[src/rtl/tmds_enc_pkg.sv]
package tmds_enc_pkg;

    localparam int COLOR_W  = 8;
    localparam int SYM_W    = COLOR_W + 2;
    localparam int ROT_W    = 4;
    localparam int ROT_SPAN = 1 << ROT_W;
    localparam int NB_W     = 3;
    localparam int DISP_W   = 6;
    localparam int SH_W     = 3;

    typedef logic signed [DISP_W-1:0] disp_t;

    typedef struct packed {
        logic [SYM_W-1:0] sym;
        disp_t            disp;
    } enc_res_t;

    // DVI video-period encoding of one colour byte against a running disparity
    function automatic enc_res_t tmds_encode(input logic [COLOR_W-1:0] d, input disp_t cnt);
        enc_res_t       r;
        logic [COLOR_W:0] qm;
        logic           use_xnor;
        int             ones_d;
        int             bias;
        int             c;
        int             q8;
        ones_d   = $countones(d);
        use_xnor = (ones_d > COLOR_W / 2) || (ones_d == COLOR_W / 2 && !d[0]);
        qm[0]    = d[0];
        for (int i = 1; i < COLOR_W; i++) begin
            qm[i] = use_xnor ? ~(qm[i-1] ^ d[i]) : (qm[i-1] ^ d[i]);
        end
        qm[COLOR_W] = ~use_xnor;
        q8   = qm[COLOR_W] ? 1 : 0;
        bias = 2 * $countones(qm[COLOR_W-1:0]) - COLOR_W;
        c    = int'(cnt);
        if (c == 0 || bias == 0) begin
            r.sym  = {~qm[COLOR_W], qm[COLOR_W], qm[COLOR_W] ? qm[COLOR_W-1:0] : ~qm[COLOR_W-1:0]};
            r.disp = disp_t'(qm[COLOR_W] ? c + bias : c - bias);
        end else if ((c > 0 && bias > 0) || (c < 0 && bias < 0)) begin
            r.sym  = {1'b1, qm[COLOR_W], ~qm[COLOR_W-1:0]};
            r.disp = disp_t'(c + 2 * q8 - bias);
        end else begin
            r.sym  = {1'b0, qm[COLOR_W], qm[COLOR_W-1:0]};
            r.disp = disp_t'(c - 2 * (1 - q8) + bias);
        end
        return r;
    endfunction

endpackage

[src/rtl/tmds_pix_shift.sv]
module tmds_pix_shift #(
    parameter int DATA_W = 32,
    parameter int CODE_W = 3
) (
    input  logic [DATA_W-1:0] col,
    input  logic [CODE_W-1:0] code,
    output logic [DATA_W-1:0] once,
    output logic [DATA_W-1:0] twice
);
    localparam int MAX_CODE = $clog2(DATA_W);
    localparam int AMT_W    = $clog2(DATA_W) + 1;

    logic [AMT_W-1:0] amt;

    always_comb begin
        amt = '0;
        if (code != '0 && int'(code) <= MAX_CODE) begin
            amt = AMT_W'(1) << (code - CODE_W'(1));
        end
    end

    assign once  = col >> amt;
    assign twice = once >> amt;
endmodule

[src/rtl/tmds_lane_pick.sv]
module tmds_lane_pick
    import tmds_enc_pkg::*;
(
    input  logic [ROT_SPAN-1:0] col,
    input  logic [ROT_W-1:0]    rot,
    input  logic [NB_W-1:0]     nbits,
    output logic [COLOR_W-1:0]  value
);
    logic [2*ROT_SPAN-1:0] doubled;
    logic [COLOR_W-1:0]    low_bits;
    logic [COLOR_W-1:0]    keep;

    assign doubled  = {col, col};
    assign low_bits = COLOR_W'(doubled >> rot);
    assign keep     = {COLOR_W{1'b1}} << (NB_W'(COLOR_W - 1) - nbits);
    assign value    = low_bits & keep;
endmodule

[src/rtl/tmds_lane_pair.sv]
module tmds_lane_pair
    import tmds_enc_pkg::*;
(
    input  logic [ROT_SPAN-1:0] col_a,
    input  logic [ROT_SPAN-1:0] col_b,
    input  logic [ROT_W-1:0]    rot,
    input  logic [NB_W-1:0]     nbits,
    input  disp_t               disp_in,
    output logic [SYM_W-1:0]    sym_a,
    output logic [SYM_W-1:0]    sym_b,
    output disp_t               disp_a,
    output disp_t               disp_b
);
    logic [COLOR_W-1:0] val_a;
    logic [COLOR_W-1:0] val_b;
    enc_res_t           res_a;
    enc_res_t           res_b;

    tmds_lane_pick u_pick_a (.col(col_a), .rot(rot), .nbits(nbits), .value(val_a));
    tmds_lane_pick u_pick_b (.col(col_b), .rot(rot), .nbits(nbits), .value(val_b));

    always_comb begin
        res_a = tmds_encode(val_a, disp_in);
        res_b = tmds_encode(val_b, res_a.disp);
    end

    assign sym_a  = res_a.sym;
    assign sym_b  = res_b.sym;
    assign disp_a = res_a.disp;
    assign disp_b = res_b.disp;
endmodule

[src/rtl/tmds_pixel_encoder.sv]
module tmds_pixel_encoder
    import tmds_enc_pkg::*;
#(
    parameter int DATA_W = 32,
    parameter int ADDR_W = 4
) (
    input  logic              clk,
    input  logic              rst_n,
    input  logic              bus_wr_en,
    input  logic              bus_rd_en,
    input  logic [ADDR_W-1:0] bus_addr,
    input  logic [DATA_W-1:0] bus_wdata,
    output logic [DATA_W-1:0] bus_rdata
);
    localparam int LANES       = 3;
    localparam int CLR_BIT     = 28;
    localparam int NOSHIFT_BIT = 27;
    localparam int SH_LSB      = 24;
    localparam int ILV_BIT     = 23;
    localparam int NB_LSB      = 12;
    localparam int ROT_LSB     = 0;
    localparam int SINGLE_PAIR = 1;
    localparam int DOUBLE_BASE = 2;

    localparam logic [ADDR_W-1:0] A_CTRL   = ADDR_W'(0);
    localparam logic [ADDR_W-1:0] A_COLOUR = ADDR_W'(1);

    typedef struct packed {
        logic [DATA_W-1:0]                  colour;
        logic                               noshift;
        logic [SH_W-1:0]                    shcode;
        logic                               ilv;
        logic [LANES-1:0][NB_W-1:0]         nbits;
        logic [LANES-1:0][ROT_W-1:0]        rot;
        logic [LANES-1:0][DISP_W-1:0]       disp;
        logic [DATA_W-1:0]                  rdata;
    } st_t;

    st_t st_d;
    st_t st_q;

    logic [DATA_W-1:0]             shift_one;
    logic [DATA_W-1:0]             shift_two;
    logic [ROT_SPAN-1:0]           col_second;
    logic [LANES-1:0][SYM_W-1:0]   sym_a;
    logic [LANES-1:0][SYM_W-1:0]   sym_b;
    logic [LANES-1:0][DISP_W-1:0]  disp_a;
    logic [LANES-1:0][DISP_W-1:0]  disp_b;
    logic [DATA_W-1:0]             ctrl_word;
    logic                          clear_req;

    tmds_pix_shift #(.DATA_W(DATA_W), .CODE_W(SH_W)) u_shift (
        .col  (st_q.colour),
        .code (st_q.shcode),
        .once (shift_one),
        .twice(shift_two)
    );

    assign col_second = st_q.noshift ? st_q.colour[ROT_SPAN-1:0] : shift_one[ROT_SPAN-1:0];

    for (genvar l = 0; l < LANES; l++) begin : g_lane
        tmds_lane_pair u_pair (
            .col_a  (st_q.colour[ROT_SPAN-1:0]),
            .col_b  (col_second),
            .rot    (st_q.rot[l]),
            .nbits  (st_q.nbits[l]),
            .disp_in(st_q.disp[l]),
            .sym_a  (sym_a[l]),
            .sym_b  (sym_b[l]),
            .disp_a (disp_a[l]),
            .disp_b (disp_b[l])
        );
    end

    always_comb begin
        ctrl_word                                = '0;
        ctrl_word[NOSHIFT_BIT]                   = st_q.noshift;
        ctrl_word[SH_LSB +: SH_W]                = st_q.shcode;
        ctrl_word[ILV_BIT]                       = st_q.ilv;
        ctrl_word[NB_LSB +: LANES*NB_W]          = st_q.nbits;
        ctrl_word[ROT_LSB +: LANES*ROT_W]        = st_q.rot;
    end

    always_comb begin
        st_d      = st_q;
        clear_req = 1'b0;

        if (bus_rd_en) begin
            st_d.rdata = '0;
            if (bus_addr == A_CTRL) begin
                st_d.rdata = ctrl_word;
            end
            if (int'(bus_addr[ADDR_W-1:1]) == SINGLE_PAIR) begin
                st_d.rdata = DATA_W'(sym_a);
                if (bus_addr[0]) begin
                    st_d.colour = shift_one;
                    st_d.disp   = disp_a;
                end
            end
            for (int l = 0; l < LANES; l++) begin
                if (int'(bus_addr[ADDR_W-1:1]) == DOUBLE_BASE + l) begin
                    st_d.rdata = DATA_W'({sym_b[l], sym_a[l]});
                    if (bus_addr[0]) begin
                        st_d.colour  = shift_two;
                        st_d.disp[l] = disp_b[l];
                    end
                end
            end
        end

        if (bus_wr_en) begin
            if (bus_addr == A_CTRL) begin
                st_d.noshift = bus_wdata[NOSHIFT_BIT];
                st_d.shcode  = bus_wdata[SH_LSB +: SH_W];
                st_d.ilv     = bus_wdata[ILV_BIT];
                st_d.nbits   = bus_wdata[NB_LSB +: LANES*NB_W];
                st_d.rot     = bus_wdata[ROT_LSB +: LANES*ROT_W];
                clear_req    = bus_wdata[CLR_BIT];
            end
            if (bus_addr == A_COLOUR) begin
                st_d.colour = bus_wdata;
            end
        end

        if (clear_req) begin
            st_d.disp = '0;
        end
    end

    always_ff @(posedge clk or negedge rst_n) begin
        if (!rst_n) begin
            st_q <= '0;
        end else begin
            st_q <= st_d;
        end
    end

    assign bus_rdata = st_q.rdata;
endmodule

[config.mk]
export PLATFORM = sky130hd
export DESIGN_NAME = tmds_pixel_encoder
export DESIGN_NICKNAME = d
export VERILOG_FILES = /design/src/rtl/tmds_enc_pkg.sv /design/src/rtl/tmds_pix_shift.sv /design/src/rtl/tmds_lane_pick.sv /design/src/rtl/tmds_lane_pair.sv /design/src/rtl/tmds_pixel_encoder.sv
export SDC_FILE = /design/constraint.sdc
export NUM_CORES = 1
export LEC_CHECK = 0
export ABC_AREA = 1
export CAP_MARGIN = 10
export CORE_ASPECT_RATIO = 0.8
export CORE_UTILIZATION = 24
export DETAILED_ROUTE_END_ITERATION = 10
export PLACE_DENSITY = 0.45
export SYNTH_ARGS = -nofsm -noshare
export SYNTH_HDL_FRONTEND = slang
export SYNTH_SLANG_ARGS = --single-unit
export TNS_END_PERCENT = 5
[constraint.sdc]
create_clock -name clk -period 18.7 [get_ports clk]
set_input_delay 5.61 -clock clk [delete_from_list [all_inputs] [get_ports clk]]
set_output_delay 5.61 -clock clk [all_outputs]
set_load 0.02 [all_outputs]
; ---- Yosys cells after proc, flatten, opt, wreduce, memory -nomap -nowiden
; Cells that the tools add are included.
[classes]
addsub = 136
magnitude_cmp = 31
eq_ne = 11
n_shift = 12
n_mux = 102
bitwise = 102
n_reduce_logical = 59
[op_table]
columns = cell, n
row1 = $add 32x32->32, 18
row2 = $add 31x31->31, 18
row3 = $mux 32, 13
row4 = $logic_not 32->1, 12
row5 = $mux 16, 13
row6 = $eq 32x4->1 const B, 6
row7 = $gt 32x1->1 const B, 6
row8 = $gt 32x4->1 const B, 6
row9 = $lt 32x1->1 const B, 6
row10 = $shr 32x4->8, 6
row11 = $sub 32x5->32 const B, 6
row12 = $sub 6x6->6, 18
row13 = $mux 50, 2
row14 = $add 1x1->2, 48
row15 = $add 6x6->6, 12
row16 = $mux 6, 12
row17 = $shr 32x6->32, 2
row18 = $mux 58, 1
row19 = $mux 1, 50
row20 = $and 8x8->8, 6
row21 = $mux 8, 6
row22 = $not 1->1, 48
row23 = $not 8->8, 6
row24 = $xor 1x1->1, 42
row25 = 23 further kinds, 90
[word_totals]
register_bits = 108
inputBits = 40
output_inout_bits = 32
word_cells = 467

; ---- Depth between registers and ports, before layout
[depth]
ltp_word = 48
depth_mapped = 61
mapped_depth_nobuf = 60

; ---- Hierarchy
; A second synthesis with hierarchy kept.
[unflattened]
cells_unflattened = 4230
hier_area_um2 = 24974.0
[by_module_without_submodules]
columns = mod, instances, cells_per_inst, area_per_inst_um2, seq_area_each_um2
row1 = tmds_pixel_encoder, 1, 1266, 7812.5, 2652.5
row2 = tmds_lane_pick, 6, 156, 750.7, 0.0
row3 = tmds_lane_pair (g_lane[0].u_pair), 1, 498, 3454.6, 0.0
row4 = tmds_lane_pair (g_lane[2].u_pair), 1, 481, 3310.7, 0.0
row5 = tmds_lane_pair (g_lane[1].u_pair), 1, 476, 3285.7, 0.0
row6 = tmds_pix_shift, 1, 573, 2606.2, 0.0

; ---- Least setup slack after synthesis
; No wires, ideal clock.
[synth_timing]
path_kind = register to register
from = register st_q, in the netlist ctrl_word[2]
to = register st_q[37] in the netlist's numbering
setup_time_ns = 0.127
arrival_ns = 10.121
t_required_ns = 18.573
slack_ns = 8.452
path_stages_with_launch = 53
path_buffers = 3
synth_period_minus_slack_ns = 10.248
cell_sequence = dfrtp_1 clkbuf_1 inv_1 clkbuf_1 buf_1 nor2_1 o31ai_1 inv_1 ha_1 inv_1 fa_1 inv_1 fa_1 ha_1 inv_1 fa_1 nor4b_1 nand2_2 [17 not listed] inv_1 nand2_1 inv_1 nand2_1 o21ai_0 o21bai_1 fa_1 inv_1 fa_1 o21ai_0 a21oi_1 xor2_1 xnor2_1 o21ai_0 o21ai_1 nand2_1 o211ai_1 o21ai_1
[synth_via]
elab_chain_len = 45
elab_cells_between_ends = 131
cone_classes = add/sub (44) / order compare (8) / eq/ne (2) / shift (2) / mux (28) / bitwise (30) / reduce/logical (17)
[synth_lines]
columns = element, line_no
row1 = from (decl), tmds_pixel_encoder.sv:40  ; st_t st_q;
row2 = from (signal assigned), tmds_pixel_encoder.sv:134  ; st_q <= st_d;
row3 = "parallel branches: the longest is 42 deep, another holds $add 32x32->32", n/a
row4 = $mux 38 (*), tmds_pixel_encoder.sv:101  ; if (int'(bus_addr[ADDR_W-1:1]) == DOUBLE_BASE + l) begin
row5 = $mux 50 (*), tmds_pixel_encoder.sv:88  ; if (bus_rd_en) begin
row6 = $mux 18 (*), tmds_pixel_encoder.sv:125  ; if (clear_req) begin
; Mark *: on every way between the ends. The select of a mux whose other input is x is not followed.
; A chain may end at the register's enable or synchronous reset.

; ---- Worst setup path after layout
[layout_timing]
from = register st_q, in the netlist ctrl_word[1]
to = register st_q, in the netlist bus_rdata[19]
[layout_via]
elab_chain_len = 44
elab_cells_between_ends = 119
cone_classes = add/sub (37) / order compare (8) / eq/ne (2) / shift (2) / mux (23) / bitwise (30) / reduce/logical (17)
[layout_lines]
columns = element, line_no
row1 = "parallel branches: the longest is 40 deep, another holds $add 32x32->32", n/a
row2 = $mux 16 (*), tmds_enc_pkg.sv:37  ; if (c == 0 || bias == 0) begin
row3 = $mux 38 (*), tmds_pixel_encoder.sv:101
row4 = $mux 32 (*) (2 in a row), tmds_pixel_encoder.sv:101
; Mark *: on every way between the ends.

==> impl_results.md <==
- Io pins: between 70 and 80
- Cell Rows: just under 100
- Synth area leader: nand2_1
- Global route overflow: 0
- Core region area: just under 90,000 um2
- Drt pass-1 iters: 6
- DIE AREA: approximately 91,000 um2
- Post-route ant nets: 0
- Achievable clock frequency: roughly 77 MHz
- Async set or reset register ratio after synthesis: 1.000
- Synth top cells by count: 795 x nand2_1, 484 x nand3_1, 373 x inv_1, 337 x o21ai_0, 198 x nor2_1
- Slew headroom: 0.1942
- Die W: ~340 um
- Seq/Total Area, Yosys: 0.1195
- Post-DR wirelength/cell: 21.10 um
- Period utilization: 0.6910
- CP endpoint kind: flop
- Hpwl dp: between 70,000 and 80,000 um
- CTS tree: yes
- Post-CTS Hold Buffers: 0
- RSZ-0062 raised after global routing: no
- Post-Syn Instances: roughly 3,500
- Clock skew: between 0.03 and 0.04 ns
- Routability Congestion: around 0.97
- Main synth FF type: dfrtp_1
- Ranking of synthesized cells by area: nand2_1 14%, dfrtp_1 12%, nand3_1 11%, ha_1 11%, o21ai_0 7.8%
- Postcts setup bufs: 0
- IO Port Bufs: around 70
- Post-Syn Area: about 22,000 um2
- Final setup vio count: 0
- Hold Crit Class: reg -> reg
- Via density: around 5.2
- Die Height: around 270 um
- EDFF count, synth: 0
- Pin count of the biggest net entering global routing: between 60 and 70
- Top-area cell type share of the netlist area: 0.1383
- Sink Count: 103
- Final count of pins violating max slew: 0
- First-pass GRT wire length: ~140,000 um
- Worst path top cell family by delay: adder cells
- Max Fanout on Critical Path: 33
- Vias: approximately 24,000
- Slowest Stage Delay on Critical Path: approximately 1 ns
- Fill cells: approximately 10,000
- Worst-skew pair later-pin latency: approximately 0.42 ns
- Setup TNS: 0 ns
- Post-route DRC: 0
- Post-layout nets: 3,660
- Critical Path RT: between 15 and 20 ns
- H-tree level count: 3
- Syn_area_per_cell: 6.249 um2
- Synth warn: 0
- Library cells used by synthesis: between 70 and 80
- Clk slew on worst S/H paths: about 0.090 ns
- Kind of critical path: reg -> reg
- FF+latch count, synth: ~100
- Slowest CP cell: dfrtp_1
- Starting Density: 0.2445
- Maximum clock path buffer count: 2
- Max-cap viol count: 0
- Vias in the first global route: ~22,000
- Post-CTS sizing: 0
- Initial DRC count: ~3,200
- Fin crit period: roughly 13 ns
- Final hold vios: 0
- Clock Tree Root: clkbuf_16
- # diodes: 0
- Antenna violations before repair: 1
- Total GRT Usage: 0.2081
- Layout area overhead: 7.857%
- Most common cell on crit path: inv_1
- Most common cell in the netlist: nand2_1
- Crit path launch type: flop
- Fraction of layout cells with a size suffix above 1: 0.05732
- Routed wire length: just under 100,000 um
- Slew @ Worst Pin: between 1 and 1.5 ns
- Total CTS buffers: 9
- CP arrival: 13.16 ns
- CP bufs+invs: 11
- Run status: finished, final reports clean
## per-stage QoR
stage	worst slack, ns	utilization	std cells	cell area, um2	hold slack [ns]
detailed placement	6.065	0.2601	4539	22950	0.4658
CTS	6.014	0.2638	4555	23270	0.4856
finish	5.779	0.2638	4555	23270	0.4817
global route	4.694	0.2638	4555	23270	0.5048
global placement	6.038	0.2601	4539	22950	0.4692
floorplan	8.452	-	3454	21580	0.4500
## per-layer routing
metal / GRT usage / wire length [um] / vias to the layer above
met5: 0 / 0 / -
met4: 0.05299 / 2469 / 0
met3: 0.02333 / 7546 / 106
met2: 0.2964 / 39260 / 1094
met1: 0.3236 / 46810 / 11170
li1: - / - / 11320
## placed cells by master (no fill, tap or decap), types with 67 or more instances in the layout
master,n
a21oi_1,116
clkdlybuf4s50_1,67
dfrtp_1,103
fa_1,72
ha_1,186
inv_1,373
nand2_1,795
nand3_1,484
nor2_1,196
o21ai_0,337
xor2_1,82
## layout make-up
| type | count | area [um2] | area share |
|---|---|---|---|
| flip-flops and latches | 103 | 2577 | 0.1108 |
| multi-input cells | 2727 | 16380 | 0.7038 |
| repair buffers | 102 | 930.9 | 0.04000 |
| clock buffers | 12 | 246.5 | 0.01059 |
| well taps | 1188 | 1486 | 0.06387 |
| inverters | 419 | 1575 | 0.06769 |
| clock inverters | 4 | 76.32 | 0.003280 |
## kinds of logic after synthesis
kind of cell,Yosys count,share of synthesized area
simple gates,1635,0.3387
compound gates,689,0.1841
buf+inv,624,0.1223
fa+ha+maj,258,0.1747
xor+xnor,129,0.05410
flops,103,0.1195
mux,14,0.006552
other cells,1,0.0001738
## state kept, by name, indices dropped and copies added (netlist names)
| name | count |
|---|---|
| st_q | 47 |
| bus_rdata | 30 |
| ctrl_word | 26 |
## worst min-delay path: stages (launching register included)
cell and delay, ns:
dfrtp_1 0.34, nand2_1 0.05, nand2_1 0.06
## worst paths after layout
check                                    startpoint  depth (start not counted)  slack (ns)                         to
max in group asynchronous                     rst_n                          2       11.98   bus_rdata[9]$_DFFE_PN0P_
min reg2reg                bus_rdata[3]$_DFFE_PN0P_                          2        0.48   bus_rdata[3]$_DFFE_PN0P_
min                        bus_rdata[3]$_DFFE_PN0P_                          2        0.48   bus_rdata[3]$_DFFE_PN0P_
max reg2reg                ctrl_word[1]$_DFFE_PN0P_                         49        5.78  bus_rdata[19]$_DFFE_PN0P_
min in group asynchronous                     rst_n                          1        5.26        st_q[105]$_DFF_PN0_
max                        ctrl_word[1]$_DFFE_PN0P_                         49        5.78  bus_rdata[19]$_DFFE_PN0P_
Power is not shown: default switching activity piles up to over one toggle a cycle in this logic, so the estimate is an artifact.
